**src/rtl/ser_frame_pkg.sv**
```systemverilog
package ser_frame_pkg;
  localparam logic START_LVL = 1'b1;
  localparam logic STOP_LVL  = 1'b0;

  function automatic int frame_bits(input int word_w);
    return word_w + 2;
  endfunction
endpackage

```
**src/rtl/frame_timer.sv**
```systemverilog
module frame_timer #(
  parameter int FRAME_LEN = 12
) (
  input  logic clk,
  input  logic rst,
  input  logic load_en,
  output logic slot,
  output logic wrap
);
  localparam int CW = $clog2(FRAME_LEN);
  localparam logic [CW-1:0] LAST = CW'(FRAME_LEN - 1);

  logic          started;
  logic [CW-1:0] cnt;
  logic          at_last;

  assign at_last = (cnt == LAST);
  assign slot    = !started || at_last;
  assign wrap    = started && at_last;

  always_ff @(posedge clk) begin
    if (rst) begin
      started <= 1'b0;
      cnt     <= '0;
    end else if (!started) begin
      if (load_en) begin
        started <= 1'b1;
        cnt     <= '0;
      end
    end else begin
      cnt <= at_last ? '0 : cnt + 1'b1;
    end
  end
endmodule

```
**src/rtl/word_hold.sv**
```systemverilog
module word_hold #(
  parameter int DATA_W = 10
) (
  input  logic              clk,
  input  logic              rst,
  input  logic              slot,
  input  logic              load_en,
  input  logic [DATA_W-1:0] data_in,
  output logic [DATA_W-1:0] word,
  output logic              valid
);
  always_ff @(posedge clk) begin
    if (rst) begin
      word  <= '0;
      valid <= 1'b0;
    end else if (slot) begin
      valid <= load_en;
      if (load_en) word <= data_in;
    end
  end
endmodule

```
**src/rtl/frame_shifter.sv**
```systemverilog
module frame_shifter
  import ser_frame_pkg::*;
#(
  parameter int DATA_W = 10
) (
  input  logic              clk,
  input  logic              rst,
  input  logic              wrap,
  input  logic [DATA_W-1:0] word,
  input  logic              valid,
  output logic              ser_out,
  output logic              frame_start
);
  logic [DATA_W:0] sh;

  always_ff @(posedge clk) begin
    if (rst) begin
      sh          <= '0;
      ser_out     <= STOP_LVL;
      frame_start <= 1'b0;
    end else if (wrap) begin
      if (valid) begin
        sh          <= {word, STOP_LVL};
        ser_out     <= START_LVL;
        frame_start <= 1'b1;
      end else begin
        sh          <= '0;
        ser_out     <= STOP_LVL;
        frame_start <= 1'b0;
      end
    end else begin
      ser_out     <= sh[DATA_W];
      sh          <= {sh[DATA_W-1:0], STOP_LVL};
      frame_start <= 1'b0;
    end
  end
endmodule

```
**src/rtl/framed_serializer.sv**
```systemverilog
module framed_serializer
  import ser_frame_pkg::*;
#(
  parameter int DATA_W = 10
) (
  input  logic              clk,
  input  logic              rst,
  input  logic              load_en,
  input  logic [DATA_W-1:0] data_in,
  output logic              ser_out,
  output logic              frame_start
);
  localparam int FRAME_LEN = frame_bits(DATA_W);

  logic              slot;
  logic              wrap;
  logic [DATA_W-1:0] held_word;
  logic              held_valid;

  frame_timer #(.FRAME_LEN(FRAME_LEN)) u_timer (
    .clk     (clk),
    .rst     (rst),
    .load_en (load_en),
    .slot    (slot),
    .wrap    (wrap)
  );

  word_hold #(.DATA_W(DATA_W)) u_hold (
    .clk     (clk),
    .rst     (rst),
    .slot    (slot),
    .load_en (load_en),
    .data_in (data_in),
    .word    (held_word),
    .valid   (held_valid)
  );

  frame_shifter #(.DATA_W(DATA_W)) u_shift (
    .clk         (clk),
    .rst         (rst),
    .wrap        (wrap),
    .word        (held_word),
    .valid       (held_valid),
    .ser_out     (ser_out),
    .frame_start (frame_start)
  );
endmodule

```
**config.mk**
```make
export PLATFORM = sky130hd
export DESIGN_NAME = framed_serializer
export DESIGN_NICKNAME = d
export VERILOG_FILES = /design/src/rtl/ser_frame_pkg.sv /design/src/rtl/frame_timer.sv /design/src/rtl/word_hold.sv /design/src/rtl/frame_shifter.sv /design/src/rtl/framed_serializer.sv
export SDC_FILE = /design/constraint.sdc
export NUM_CORES = 1
export LEC_CHECK = 0
export BUFFER_PORTS_ARGS = -buffer_cell sky130_fd_sc_hd__buf_4
export CORE_MARGIN = 2
export CORE_UTILIZATION = 35
export CTS_CLUSTER_SIZE = 14
export DETAILED_ROUTE_END_ITERATION = 16
export PLACE_DENSITY = 0.55
export SKIP_LAST_GASP = 1
export SYNTH_ARGS = -nofsm -noshare
export SYNTH_HDL_FRONTEND = slang
export SYNTH_SLANG_ARGS = --single-unit
```
**constraint.sdc**
```tcl
create_clock -name clk -period 1.75 [get_ports clk]
set_input_delay 0.0875 -clock clk [delete_from_list [all_inputs] [get_ports clk]]
set_output_delay 0.0875 -clock clk [all_outputs]
set_load 0.01 [all_outputs]
```
Word-level counts from Yosys, hierarchy flattened
Index checks and enable logic that the tools add are counted.
Storage, ports and cells
  bits in registers: 29
  output and inout bits: 2
  word-level logic and storage cells: 26
Operators by class
  $add $sub $neg: 1
  equality and inequality tests: 1
  mux-type cells: 9
  bitwise logic cells: 1
  reductions and logical operators: 6
Operator list (number)
  2-to-1 mux 11 bit: 2
  2-to-1 mux 4 bit: 3
  adder 4 x 1 -> 4 bit (second input constant): 1
  equality test 4 bit (second input constant): 1
  2-to-1 mux 1 bit: 4
  AND reduction 2 bit: 1
  nonzero test 2 bit: 1
  OR reduction 2 bit: 1
  logical AND 1 bit: 1
  zero test 1 bit: 1
  logical OR 1 bit: 1
  NOT 1 bit: 1

Longest topological paths before layout
  word-level depth: 4
  mapped depth: 5

Hierarchy
Synthesis repeated with hierarchy kept, for this count alone.
Unflattened totals
  cells, all modules: 122
  area, all modules: 1192.4 um2
Modules (own cells, without submodules)
  word_hold: times used 1, cells an instance 48, area an instance 501.7 um2
  frame_shifter: times used 1, cells an instance 48, area an instance 454.2 um2
  frame_timer: times used 1, cells an instance 26, area an instance 236.5 um2

Worst setup path after synthesis
No wires, ideal clock.
  kind: reg-to-reg
  from: register u_timer.cnt[0]
  to: register u_hold.word[0]
  library setup time: 0.072 ns
  arrival: 1.235 ns
  required time: 1.678 ns
  path slack: 0.443 ns
  stages on the path, launching flop included: 6
  path buffers: 1
  period minus slack after synthesis: 1.307 ns
  path through: dfxtp_1 ha_1 nand3b_4 a21boi_4 buf_6 mux2i_1
Between the ends
  word-level cells in the longest chain between the ends: 3
Ends and longest elaborated chain
  start: declaration: line frame_timer.sv:14  | logic [CW-1:0] cnt;
  start signal: assignment: line frame_timer.sv:31  | cnt <= at_last ? '0 : cnt + 1'b1;
  equality test 4 bit: line frame_timer.sv:17  | assign at_last = (cnt == LAST);
  logical OR 1 bit: line frame_timer.sv:18  | assign slot = !started || at_last;
  AND reduction 2 bit (no line)
  end signal: assignment: line word_hold.sv:18  | if (load_en) word <= data_in;
  end: declaration: line word_hold.sv:9  | output logic [DATA_W-1:0] word,
No other way between the ends.
A chain may end at the register's enable or synchronous reset.

Worst setup path after layout
  from: register u_timer.cnt[0]
  to: register u_hold.word[8]
The elaborated chain is that of the path after synthesis.

==> impl_metrics.tcl <==
set metrics [dict create \
    seq_area_frac_synth 0.498 \
    setup_viol 0 \
    worstMarginPinSlew_ns 0.355 \
    antenna_cells 0 \
    h-tree-depth 1 \
    coreArea_mm2 0.00305 \
    rows 20 \
    cts-root-buf "clkbuf_4" \
    cts_tree "built" \
    fin_cells 182 \
    gp_congestion 0.721 \
    cts_made_buffers 3 \
    synth_nets 136 \
    fp.dieArea_mm2 0.00369 \
    cap_violations 0 \
    drive_gt1_frac 0.188 \
    synth_top_family_by_area "simple AND/OR/NAND/NOR gates" \
    grt_antenna_before_repair 0 \
    pre_cts_slack_ns 0.272 \
    grt_pass1_vias 777 \
    skew_ns 0.00236 \
    dp_cells 176 \
    fillCellCount 329 \
    die_w_um 60.7 \
    clk_latency_ns 0.32 \
    nNetsFinal 153 \
    grt_pass1_wl_um 3640 \
    grt-ovfl-total 0 \
    worstPathMaxFanout 11 \
    port_buffers 14 \
    setup_tns_ns 0 \
    muxShareOfSynthArea 0.0889 \
    antenna_left 0 \
    synth_compound_area_frac 0.0978 \
    ys_warn_count 0 \
    syn_to_final_growth_pct 16.7 \
    max_clock_freq_ghz 0.666 \
    clock_path_buffers 2 \
    worstPathArrival_ns 1.76 \
    yosys.cell_types.count 28 \
    viasPerCell 4.69 \
    fp.dieH_um 60.7 \
    cp-end-kind "register" \
    syn_inst 122 \
    synth_xor_area_frac 0 \
    outcome "finished, final reports clean" \
    grt_max_degree 17 \
    cts_sinks 28 \
    avgSynthCellArea_um2 9.23 \
    wirelength_um 2050 \
    cellLeakagePower_nw 0.545 \
    hpwl_um 1480 \
    fin_crit_sh 0.858 \
    hold_class "in -> reg" \
    avgRoutedWirePerCell_um 11.2 \
    drtIter0Drc 26 \
    track_usage 0.133 \
    required_ns 2.01 \
    clkTransAtPathRegs_ns 0.14 \
    finalHoldViolCount 0 \
    synthAdderAreaFrac 0.0111 \
    start_kind "register" \
    rsz0062_at_grt "no" \
    ir_worst_vdd_uv 333 \
    syn-cell-area_mm2 0.00113 \
    ys_ff_latch 28 \
    drc_errors 0 \
    synth-simple-area-share 0.249 \
    ioPinCount 15 \
    via_count 853 \
    initial_core_util 0.369 \
    crit_type "reg -> reg" \
    finalPower_mw 1.08 \
    fin_crit_ns 1.50 \
    drtPass1Iterations 4 \
    fin_ws_ns 0.248 \
    power.density_mw_per_mm2 820 \
    drv_slew 0 \
    slew_headroom 0.763 \
]
[registers in the layout (all words and copies together) (netlist names)]
signal               flops
u_shift.frame_start      1
u_shift.sh              10
u_shift.ser_out          1
u_timer.cnt              4
u_timer.started          1
u_hold.word             10
u_hold.valid             1
[cell families (layout without fill, tap and decap cells)]
logic type / after synthesis / count (layout)
AND/OR/NAND/NOR: 57 / 57
buffers and inverters: 9 / 25
multiplexers: 10 / 10
AO/OA/AOI/OAI: 17 / 17
flip-flops: 28 / 28
adder cells (fa/ha/maj): 1 / 1
[per-stage QoR]
step	hold slack, ns	instance area [um2]	utilization
2_1_floorplan	0.157	1130	-
3_3_place_gp	0.345	1260	0.412
3_5_place_dp	0.353	1260	0.412
4_1_cts	0.0000387	1310	0.430
5_1_grt	0.00422	1310	0.430
6_report	0.00408	1310	0.430
[layout make-up]
cell class | instances | area [um2] | area share
sequential | 28 | 561 | 0.427
multi-input combinational | 85 | 503 | 0.383
timing repair buffer | 20 | 155 | 0.118
tap | 44 | 55.1 | 0.0419
clock buffer | 4 | 36.3 | 0.0276
inverter | 1 | 3.75 | 0.00286
[per-layer routing]
layer | GRT usage | vias up | share of wire
met5 | 0 | - | 0
met4 | 0.0466 | 0 | 0.0068
met3 | 0.0320 | 2 | 0.028
met2 | 0.197 | 14 | 0.45
met1 | 0.190 | 387 | 0.52
li1 | - | 450 | -
[cell usage after synthesis]
cell | instances | area (um2)
nand2_1 | 31 | 116
dfxtp_1 | 28 | 561
a21oi_1 | 11 | 55.1
nand3_1 | 11 | 55.1
mux2i_1 | 10 | 100
nor2_1 | 4 | 15.0
buf_4 | 3 | 22.5
buf_2 | 2 | 10.0
buf_6 | 2 | 22.5
nand4_1 | 2 | 12.5
a21boi_4 | 1 | 18.8
a31o_2 | 1 | 8.76
a31oi_1 | 1 | 6.26
and2_1 | 1 | 6.26
and2b_2 | 1 | 8.76
and4b_1 | 1 | 10.0
clkbuf_1 | 1 | 3.75
ha_1 | 1 | 12.5
inv_1 | 1 | 3.75
nand2b_1 | 1 | 6.26
nand3b_1 | 1 | 7.51
nand3b_4 | 1 | 20.0
nand4b_1 | 1 | 8.76
nor2b_1 | 1 | 6.26
nor3b_1 | 1 | 7.51
o21ai_0 | 1 | 5.00
o2bb2ai_1 | 1 | 8.76
o31ai_1 | 1 | 7.51
[final timing paths]
kind | startpoint | endpoint | slack [ns] | cells after the start
worst max register to register | u_timer.cnt[0]$_SDFFE_PP0P_ | u_hold.word[8]$_SDFFE_PP0P_ | 0.25 | 5
worst max-delay path | u_timer.cnt[0]$_SDFFE_PP0P_ | u_hold.word[8]$_SDFFE_PP0P_ | 0.25 | 5
worst min register to register | u_shift.sh[9]$_SDFF_PP0_ | u_shift.sh[10]$_SDFF_PP0_ | 0.45 | 2
worst min-delay path | data_in[5] | u_hold.word[5]$_SDFFE_PP0P_ | 0.004 | 3
[layout by cell type (no fill, tap or decap), drive strengths merged]
cell / n
nand3: 11
inv: 1
nor3b: 1
dfxtp: 28
nor2: 4
and2: 1
mux2i: 10
o31ai: 1
a31o: 1
buf: 18
a31oi: 1
clkbuf: 4
nand2b: 1
a21boi: 1
nand4: 2
and2b: 1
o21ai: 1
dlygate4sd3: 2
nand4b: 1
o2bb2ai: 1
nor2b: 1
nand2: 31
and4b: 1
nand3b: 2
ha: 1
a21oi: 11
[repair_timing]
action | CTS | global route
buffers inserted | 0 | 0
hold endpoints to repair | 2 | 0
endpoints found under the setup margin | 0 | 0
resized for setup | 0 | 0
hold buffers | 2 | 0
[power breakdown]
group	leakage [nW]	internal [mW]	switching, mW
clock network	0.0210	0.127	0.181
logic	0.296	0.0496	0.0448
registers	0.228	0.658	0.0170
[critical path, stage by stage, from the launching register on]
cell and delay (ns):
dfxtp_1 0.42, ha_1 0.29, nand3b_4 0.13, a21boi_4 0.15, buf_4 0.23, mux2i_1 0.21
No activity file was read; power rests on OpenSTA's default activity.
